**src/rtl/shiftclk_pkg.sv**
```systemverilog
package shiftclk_pkg;

  localparam int PRE_SEL_W = 2;
  localparam int PRE_CNT_W = 8;

  // Division ratio of the prescaler for a select code.
  function automatic logic [PRE_CNT_W:0] presc_ratio(input logic [PRE_SEL_W-1:0] sel);
    logic [PRE_CNT_W:0] r;
    case (sel)
      2'b00:   r = 9'd1;
      2'b01:   r = 9'd8;
      2'b10:   r = 9'd32;
      default: r = 9'd256;
    endcase
    return r;
  endfunction

  // Terminal count of the prescaler counter for a select code.
  function automatic logic [PRE_CNT_W-1:0] presc_last(input logic [PRE_SEL_W-1:0] sel);
    logic [PRE_CNT_W:0] r;
    r = presc_ratio(sel) - 9'd1;
    return r[PRE_CNT_W-1:0];
  endfunction

  // Full shift-clock period in bus clocks.
  function automatic int unsigned sclk_period(input logic [PRE_SEL_W-1:0] sel, input int unsigned n);
    return 2 * int'(presc_ratio(sel)) * (n + 1);
  endfunction

endpackage

```
**src/rtl/shiftclk_prescaler.sv**
```systemverilog
module shiftclk_prescaler
  import shiftclk_pkg::*;
(
  input  logic                 clk,
  input  logic                 rst_n,
  input  logic                 hold,
  input  logic [PRE_SEL_W-1:0] sel,
  output logic                 tick
);

  logic [PRE_CNT_W-1:0] cnt_q;
  logic [PRE_CNT_W-1:0] last;

  assign last = presc_last(sel);
  assign tick = !hold && (cnt_q == last);

  always_ff @(posedge clk) begin
    if (!rst_n || hold) cnt_q <= '0;
    else if (tick)      cnt_q <= '0;
    else                cnt_q <= cnt_q + 1'b1;
  end

endmodule

```
**src/rtl/shiftclk_baudctr.sv**
```systemverilog
module shiftclk_baudctr #(
  parameter int BAUD_W = 8
) (
  input  logic              clk,
  input  logic              rst_n,
  input  logic              hold,
  input  logic              tick,
  input  logic [BAUD_W-1:0] limit,
  output logic              done
);

  logic [BAUD_W-1:0] cnt_q;

  assign done = !hold && tick && (cnt_q == limit);

  always_ff @(posedge clk) begin
    if (!rst_n || hold) cnt_q <= '0;
    else if (done)      cnt_q <= '0;
    else if (tick)      cnt_q <= cnt_q + 1'b1;
  end

endmodule

```
**src/rtl/shiftclk_extsync.sv**
```systemverilog
module shiftclk_extsync #(
  parameter int STAGES = 2
) (
  input  logic clk,
  input  logic rst_n,
  input  logic din,
  output logic dout
);

  logic [STAGES-1:0] chain_q;

  genvar g;
  generate
    for (g = 0; g < STAGES; g++) begin : g_stage
      if (g == 0) begin : g_first
        always_ff @(posedge clk) begin
          if (!rst_n) chain_q[0] <= 1'b1;
          else        chain_q[0] <= din;
        end
      end else begin : g_next
        always_ff @(posedge clk) begin
          if (!rst_n) chain_q[g] <= 1'b1;
          else        chain_q[g] <= chain_q[g-1];
        end
      end
    end
  endgenerate

  assign dout = chain_q[STAGES-1];

endmodule

```
**src/rtl/shiftclk_guard.sv**
```systemverilog
module shiftclk_guard #(
  parameter int MIN_GAP = 8
) (
  input  logic clk,
  input  logic rst_n,
  input  logic enable,
  input  logic edge_in,
  output logic err
);

  localparam int GW = (MIN_GAP > 2) ? $clog2(MIN_GAP) : 1;
  localparam logic [GW-1:0] RELOAD = GW'(MIN_GAP - 1);

  logic [GW-1:0] left_q;
  logic          err_q;

  always_ff @(posedge clk) begin
    if (!rst_n || !enable) begin
      left_q <= '0;
      err_q  <= 1'b0;
    end else if (edge_in) begin
      err_q  <= err_q | (left_q != '0);
      left_q <= RELOAD;
    end else if (left_q != '0) begin
      left_q <= left_q - 1'b1;
    end
  end

  assign err = err_q;

endmodule

```
**src/rtl/shiftclk_gen.sv**
```systemverilog
module shiftclk_gen
  import shiftclk_pkg::*;
#(
  parameter int BAUD_W      = 8,
  parameter int SYNC_STAGES = 2,
  parameter int MIN_GAP     = 8
) (
  input  logic              clk,
  input  logic              rst_n,
  input  logic              src_ext,
  input  logic [1:0]        pre_sel,
  input  logic [BAUD_W-1:0] baud_val,
  input  logic              ext_clk_pin,
  output logic              sclk,
  output logic              rise_stb,
  output logic              fall_stb,
  output logic              ext_fast_err
);

  logic [PRE_SEL_W-1:0] act_sel_q;
  logic [BAUD_W-1:0]    act_baud_q;
  logic                 pre_tick;
  logic                 half_done;
  logic                 ext_sync;
  logic                 ext_edge;
  logic                 sclk_q;
  logic                 sclk_nxt;
  logic                 rise_q;
  logic                 fall_q;

  // Settings are sampled at each half-period boundary, and continuously in external mode.
  always_ff @(posedge clk) begin
    if (!rst_n) begin
      act_sel_q  <= '0;
      act_baud_q <= '0;
    end else if (src_ext || half_done) begin
      act_sel_q  <= pre_sel;
      act_baud_q <= baud_val;
    end
  end

  shiftclk_prescaler u_pre (
    .clk   (clk),
    .rst_n (rst_n),
    .hold  (src_ext),
    .sel   (act_sel_q),
    .tick  (pre_tick)
  );

  shiftclk_baudctr #(.BAUD_W(BAUD_W)) u_baud (
    .clk   (clk),
    .rst_n (rst_n),
    .hold  (src_ext),
    .tick  (pre_tick),
    .limit (act_baud_q),
    .done  (half_done)
  );

  shiftclk_extsync #(.STAGES(SYNC_STAGES)) u_sync (
    .clk   (clk),
    .rst_n (rst_n),
    .din   (ext_clk_pin),
    .dout  (ext_sync)
  );

  assign sclk_nxt = src_ext ? ext_sync : (sclk_q ^ half_done);
  assign ext_edge = src_ext && (ext_sync != sclk_q);

  always_ff @(posedge clk) begin
    if (!rst_n) begin
      sclk_q <= 1'b1;
      rise_q <= 1'b0;
      fall_q <= 1'b0;
    end else begin
      sclk_q <= sclk_nxt;
      rise_q <= sclk_nxt && !sclk_q;
      fall_q <= !sclk_nxt && sclk_q;
    end
  end

  shiftclk_guard #(.MIN_GAP(MIN_GAP)) u_guard (
    .clk     (clk),
    .rst_n   (rst_n),
    .enable  (src_ext),
    .edge_in (ext_edge),
    .err     (ext_fast_err)
  );

  assign sclk     = sclk_q;
  assign rise_stb = rise_q;
  assign fall_stb = fall_q;

endmodule

```
**config.mk**
```make
export PLATFORM = sky130hd
export DESIGN_NAME = shiftclk_gen
export DESIGN_NICKNAME = d
export VERILOG_FILES = /design/src/rtl/shiftclk_pkg.sv /design/src/rtl/shiftclk_prescaler.sv /design/src/rtl/shiftclk_baudctr.sv /design/src/rtl/shiftclk_extsync.sv /design/src/rtl/shiftclk_guard.sv /design/src/rtl/shiftclk_gen.sv
export SDC_FILE = /design/constraint.sdc
export NUM_CORES = 1
export LEC_CHECK = 0
export BUFFER_PORTS_ARGS = -buffer_cell sky130_fd_sc_hd__buf_2
export CAP_MARGIN = 5
export CORE_UTILIZATION = 40
export DETAILED_ROUTE_END_ITERATION = 7
export SLEW_MARGIN = 20
export SYNTH_ARGS = -nofsm -noshare
export SYNTH_HDL_FRONTEND = slang
export SYNTH_SLANG_ARGS = --single-unit
```
**constraint.sdc**
```tcl
create_clock -name clk -period 2.35 [get_ports clk]
set_input_delay 0.47 -clock clk [delete_from_list [all_inputs] [get_ports clk]]
set_output_delay 0.47 -clock clk [all_outputs]
set_load 0.05 [all_outputs]
```
==> metrics.txt, run 1 <==
Buf+Inv Stages, Crit Path=1; Non-Filler Instances=294; Die Y=roughly 70 um; share of cells above drive strength 1=0.227; crit path capture type=flop; Die X-Extent=around 70 um; Syn Nets=~230; DR vias/cell=about 5.5; min-delay worst type=in -> reg; crit-path leading delay family=simple AND/OR/NAND/NOR gates; CTS root buffer=clkbuf_8; hold wc startpoint=ext_clk_pin; hold depth=2; Syn Inst Count=214; CP Launch Type=flop; final core utilization=0.505; Initial Util=0.419; final hold vios=0; number of diodes=0; Yosys reg bits=35; worst-case clock buffer depth=2; Tmin final=approximately 2.3 ns; antenna-violating nets left=0; Finished Cell Area=between 2000 and 2500 um^2; Synth-to-Final Area Change=20.4%; yosys warns=0; Avg Inst Size Synth=just under 9 um^2; Global Route Usage Sum=0.164; Tcrit/Tclk final=0.976; IO Pins=18; pwr dens=629 nW/um^2; number of global-route vias before repair=1484; initial DRC count=slightly below 90; first-pass GRT wire length=approximately 6500 um; initial antenna violation count=0; per-cell routed wire length=13.1 um; sequential element share of the synthesized area=0.379; CTS Buf Count=5; Via Count=about 1600; Critical Path Stages=8; DP HPWL=roughly 2600 um; placed cell areas=a little over 2000 um^2; RePlAce Congestion=around 0.77; worst reg2reg path depth=8; Cell variety after synth=38; Worst-Margin Slew=about 0.45 ns; Leak Pwr=between 0.9 and 1 nW; Peak Freq=436 MHz; RSZ-0062 raised after global routing=yes; Max-Cap Viols=0; total wire length=roughly 3800 um; hold_ws=0.365 ns; worst r2r src=act_sel_q[0]; first-pass iteration count of the detailed router=4; H-tree Lvls=2; core area=about 4400 um^2; Site Rows=24; Final Max Slew Viols=0; Worst Setup SP=act_sel_q[0]; Worst path max stage delay=between 0.4 and 0.5 ns; full die area=a little under 5000 um^2; cell count after placement=between 200 and 300; maximum vdd ir drop=roughly 0.36 mV; GRT overflow=0; clk_lat worst skew=approximately 0.28 ns; IO Port Bufs=17; CTS tree=yes; CP required=2.57 ns; post-synthesis cell area=~1900 um^2; CP dominant cell by count=or4_4; crit path DAT=roughly 2.5 ns; Slew HR=0.698; most frequent cells in the layout=dfxtp_1 (33), nand2_1 (29), buf_2 (17), buf_4 (17), xnor2_1 (14); commonest non-fill, non-tap cell in the layout=dfxtp_1; Crit Path Max Fanout=8; status=complete, no violations; clock sink total=35; Final setup violation count=0; Clk pin slew, worst setup/hold paths=~0.070 ns; WS Path Type=reg -> reg; CP max-delay cell=or4_4; drt drc=0; largest net degree at the start of global routing=26; Layout Nets=around 260; Post-Route Skew=0.00525 ns; CP Cell Sequence=nor2_4 > inv_2 > ha_4 > xnor2_1 > or4_4 > a211o_4 > or4_4 > o22ai_2
path summary, 6_finish.rpt:
kind	end	slack, ns
setup / recovery	u_baud.cnt_q[7]	0.06
hold / removal	u_sync.chain_q[0]	0.37
setup reg to reg	u_baud.cnt_q[7]	0.06
hold reg to reg	u_sync.dout	0.40
stage by stage:
step / total power [W] / setup WS (ns) / setup TNS [ns]
final: 0.00140 / 0.0562 / 0
after global routing: 0.00148 / -0.00413 / -0.00413
after CTS: 0.00140 / 0.00911 / 0
after detailed placement: 0.000934 / -0.198 / -3.49
after global placement: 0.000933 / -0.151 / -2.58
after floorplan: 0.000852 / -0.0326 / -0.162
cells by family (layout without fill, tap and decap cells):
group           after synthesis  after routing  synth area share
simple gates                 90             90             0.262
flops                        35             35             0.379
buf+inv                      18             45            0.0406
mux                           1              1           0.00541
xor+xnor                     18             18            0.0852
fa+ha+maj                     5              5            0.0338
compound gates               47             48             0.194
layer usage:
metal,up-vias,part of all wire,GRT usage,wire length (um)
met3,5,0.026,0.0361,99
li1,834,-,-,-
met4,0,0.011,0.0556,44
met5,-,0,0,0
met2,18,0.47,0.265,1810
met1,758,0.49,0.215,1890
cell usage after synthesis (all sizes together):
| cell | count | area share |
|---|---|---|
| dfxtp | 35 | 0.38 |
| nand2 | 29 | 0.059 |
| xnor2 | 14 | 0.066 |
| clkbuf | 13 | 0.026 |
| nor2 | 13 | 0.026 |
| a32oi | 10 | 0.047 |
| and3b | 10 | 0.047 |
| o311ai | 10 | 0.047 |
| a21oi | 9 | 0.024 |
| nand2b | 8 | 0.027 |
| and3 | 6 | 0.020 |
| ha | 5 | 0.034 |
| a32o | 4 | 0.022 |
| inv | 4 | 0.0081 |
| nand3 | 4 | 0.011 |
| nor3b | 4 | 0.016 |
| o21bai | 4 | 0.016 |
| xor2 | 4 | 0.019 |
| nand4 | 3 | 0.010 |
| nor2b | 3 | 0.010 |
| o21ai | 3 | 0.0081 |
| and2 | 2 | 0.0068 |
| nor3 | 2 | 0.0054 |
| or4 | 2 | 0.0081 |
| a211o | 1 | 0.0047 |
| a211oi | 1 | 0.0041 |
| a31oi | 1 | 0.0034 |
| a41oi | 1 | 0.0047 |
| buf | 1 | 0.0061 |
| mux2i | 1 | 0.0054 |
| nor4 | 1 | 0.0034 |
| o21a | 1 | 0.0041 |
| o22ai | 1 | 0.0034 |
| o2bb2ai | 1 | 0.0047 |
| or2 | 1 | 0.0034 |
| or3 | 1 | 0.0034 |
| or3b | 1 | 0.0047 |
power breakdown:
group / switching (W) / internal, W
combinational: 0.000163 / 0.000143
sequential: 0.0000251 / 0.000625
clock: 0.000214 / 0.000230
total: 0.000403 / 0.000998
sequential cells by signal (all words and copies together), names as in the netlist:
signal and count:
rise_stb 1, u_sync.dout 1, act_baud_q 8, u_guard.left_q 3, u_baud.cnt_q 8, u_pre.cnt_q 8
u_guard.err 1, act_sel_q 2, sclk 1, u_sync.chain_q 1, fall_stb 1
cell type report:
type	count	area [um^2]
clock buffer	6	82.6
clock inverter	1	5.00
fill	441	2190
inverter	4	15.0
multi-input combinational	162	1140
sequential	35	706
tap	52	65.1
timing repair buffer	34	213
timing repair:
action                                  CTS  global route
endpoints found under the setup margin   27            27
gates cloned                              1             0
pin swaps                                 3             0
resized for setup                         7            11
hold buffers                              0             0
buffers inserted                          1             1
Note: power is estimated with default switching activity, not from simulation.
==> run 2, diff against run 1 <==
Settings changed: SYNTH_HIERARCHICAL from default to 1.
==> run 2 against run 1 <==
The flow now finishes with violations (negative setup slack). Count of clock-buffer cells in the layout grew 1. Routed wire length shrank 12%. Sequential share of layout area grew 2.5 points. Clock skew grew 0.00096 ns. Global-route usage grew 0.44 points. Area after synthesis shrank 5.6%. Setup slack lost 0.063 ns. Critical endpoint is now sclk.
==> metrics.txt, run 2 <==
Buf+Inv Stages, Crit Path=1; Async SR Flop Fraction=0; yosys warns=6; CP Launch Type=flop; crit path capture type=flop; Crit Path Max Fanout=30; WS Path Type=reg -> reg; Syn Nets=about 200; number of global-route vias before repair=1316; first-pass GRT wire length=about 5700 um; post-synthesis cell area=~1700 um^2; IO Pins=18; Synth-to-Final Area Change=17.4%; initial antenna violation count=0; Pwr Total=0.00122 W; Avg Inst Size Synth=roughly 9.5 um^2; Post-Synth Simple-Gate Area=0.267; sequential element share of the synthesized area=0.401; biggest regs=act_baud_q: 8 flops, u_baud/cnt_q: 8 flops, u_pre/cnt_q: 8 flops; Global Route Usage Sum=0.168; setup bufs post-CTS=0; drt drc=0; crit-path leading delay family=simple AND/OR/NAND/NOR gates; Final setup violation count=1; Die X-Extent=68.1 um; CP max-delay cell=or3_4; first-pass iteration count of the detailed router=4; Via Count=1341; Die Y=68.1 um; WL met2=1590 um; commonest non-fill, non-tap cell in the layout=dfxtp_1; share of cells above drive strength 1=0.238; final hold vios=0; DR vias/cell=slightly above 5; Yosys top cell area share=0.401; largest net degree at the start of global routing=31; top_reg_cell synth=dfxtp_1; placed cell areas=just under 2000 um^2; Initial Util=0.427; full die area=roughly 4600 um^2; Slew HR=0.680; maximum vdd ir drop=0.255 mV; CP Cell Sequence=or2_4 > ha_4 > xnor2_1 > or3_4 > a211oi_4 > nand3b_1 > nor3_4 > buf_12 > xnor2_2 > a31oi_1; Yosys reg bits=35; clock sink total=35; min-delay worst type=in -> reg; IO Port Bufs=17; RSZ-0062 raised after global routing=yes; main combinational cell family by area after synthesis=simple AND/OR/NAND/NOR gates; ranking of synthesized cells by area=dfxtp_1 (40%), xnor2_1 (9.5%), a21boi_1 (4.3%), or3b_1 (4.0%), ha_1 (3.6%); Synth Area in XOR/XNOR=0.130; CTS root buffer=clkbuf_8; Clk pin slew, worst setup/hold paths=0.07 ns; Max-Cap Viols=0; pwr dens=between 500 and 600 nW/um^2; Site Rows=23; cell count after placement=252; initial DRC count=30; Met3 Wirelength=approximately 170 um; Non-Filler Instances=260; Leak Pwr=0.780 nW; post-synthesis mux area share=0.0172; count leader, synth=dfxtp_1; hold_ws=around 0.36 ns; GRT overflow=0; most frequent cells after synthesis=dfxtp_1 (35), xnor2_1 (19), nand2_1 (11); Peak Freq=between 400 and 500 MHz; Tmin final=between 2 and 2.5 ns; DR top layer=met4; failing checks=negative setup slack; most frequent cells in the layout=dfxtp_1 (34), xnor2_1 (18), buf_2 (17); CP required=2.53 ns; slack of the critical path=-0.00678 ns; total wire length=3380 um; Layout Nets=approximately 230; DP HPWL=approximately 2400 um; CTS tree=yes; core area=approximately 4000 um^2; Cell variety after synth=42; Synth Area in Adders=0.0358; Tcrit/Tclk final=1.00; RePlAce Congestion=0.727; H-tree Lvls=2; Finished Cell Area=~2000 um^2; Final Max Slew Viols=0; Worst path max stage delay=about 0.4 ns; Synth Area in Compound Gates=0.115; CTS Buf Count=5; antenna-violating nets left=0; Worst-Margin Slew=0.480 ns; clk_lat worst skew=~0.29 ns; EDFF count, synth=0; cell taking the most area after synthesis=dfxtp_1; number of diodes=0; status=complete, but fails checks; Post-Route Skew=0.00622 ns; crit path DAT=approximately 2.5 ns; Syn Inst Count=about 180; per-cell routed wire length=13.0 um; M1 WL=approximately 1500 um; worst-case clock buffer depth=2
## run 2: cell count changes in the layout (fill, tap and decap cells not counted), moves of 5 or more
cell | previous run | this run
o21ai_1 | 1 | 9
or3b_1 | 0 | 8
buf_4 | 17 | 6
nor3_1 | 2 | 7
a32oi_1 | 10 | 0
and3b_1 | 10 | 0
a21oi_1 | 8 | 3
o311ai_1 | 8 | 0
nand2_1 | 29 | 11
a21boi_1 | 0 | 10
## run 2: cell families (layout without fill, tap and decap cells)
group                      Yosys count  in the layout
xor gates and xnor gates            26             26
buffers and inverters               11             37
muxes                                3              3
and+or+nand+nor                     74             74
DFF                                 35             35
adders and majority gates            5              5
AOI/OAI and AO/OA                   30             30
## run 2: repair_timing
action / 4_1_cts / 5_1_grt
cloned: 0 / 0
gates resized for setup: 1 / 7
pin swaps: 1 / 4
setup endpoints to repair: 13 / 20
hold buffers: 0 / 0
## run 2: layout make-up
class,count,area [um^2]
clock inverters,1,5.00
repair buffers,25,165
well taps,50,62.6
fillers,383,2040
flip-flops and latches,35,702
multi-input cells,138,1020
inverters,4,15.0
clock buffers,7,76.3
## run 2: worst paths after layout
kind	depth (start not counted)	startpoint	to	slack [ns]
setup reg to reg	10	act_sel_q[0]	sclk	-0.007
hold / removal	2	ext_clk_pin	u_sync/chain_q[0]	0.36
setup / recovery	10	act_sel_q[0]	sclk	-0.007
hold reg to reg	1	u_sync/chain_q[0]	u_sync/dout	0.42
## run 2: metrics by stage
| stage | worst slack [ns] | TNS, ns | util |
|---|---|---|---|
| 2_1_floorplan | -0.341 | -4.51 | - |
| 3_3_place_gp | 0.0415 | 0 | 0.476 |
| 3_5_place_dp | -0.0237 | -0.0497 | 0.476 |
| 4_1_cts | -0.0191 | -0.0859 | 0.498 |
| 5_1_grt | -0.129 | -1.79 | 0.502 |
| 6_report | -0.00678 | -0.00678 | 0.502 |
## run 2: worst reg2reg max path, cell delays in order, from the launching register on
cell and delay, ns:
dfxtp_2 0.33, or2_4 0.26, ha_4 0.21, xnor2_1 0.12, or3_4 0.40, a211oi_4 0.20, nand3b_1 0.15, nor3_4 0.17
buf_12 0.20, xnor2_2 0.12, a31oi_1 0.08
## run 2: report_power, final
| group | internal [W] | switching (W) | total, W | leakage [nW] |
|---|---|---|---|---|
| combinational | 0.0000882 | 0.0000867 | 0.000175 | 0.453 |
| clock | 0.000208 | 0.000206 | 0.000413 | 0.0422 |
| sequential | 0.000614 | 0.0000155 | 0.000629 | 0.285 |
| total | 0.000910 | 0.000308 | 0.00122 | 0.780 |
## run 2: per-layer routing
layer / GRT usage / vias to the layer above
met5: 0 / -
met3: 0.0567 / 12
met4: 0.0859 / 0
met2: 0.273 / 24
li1: - / 684
met1: 0.194 / 621
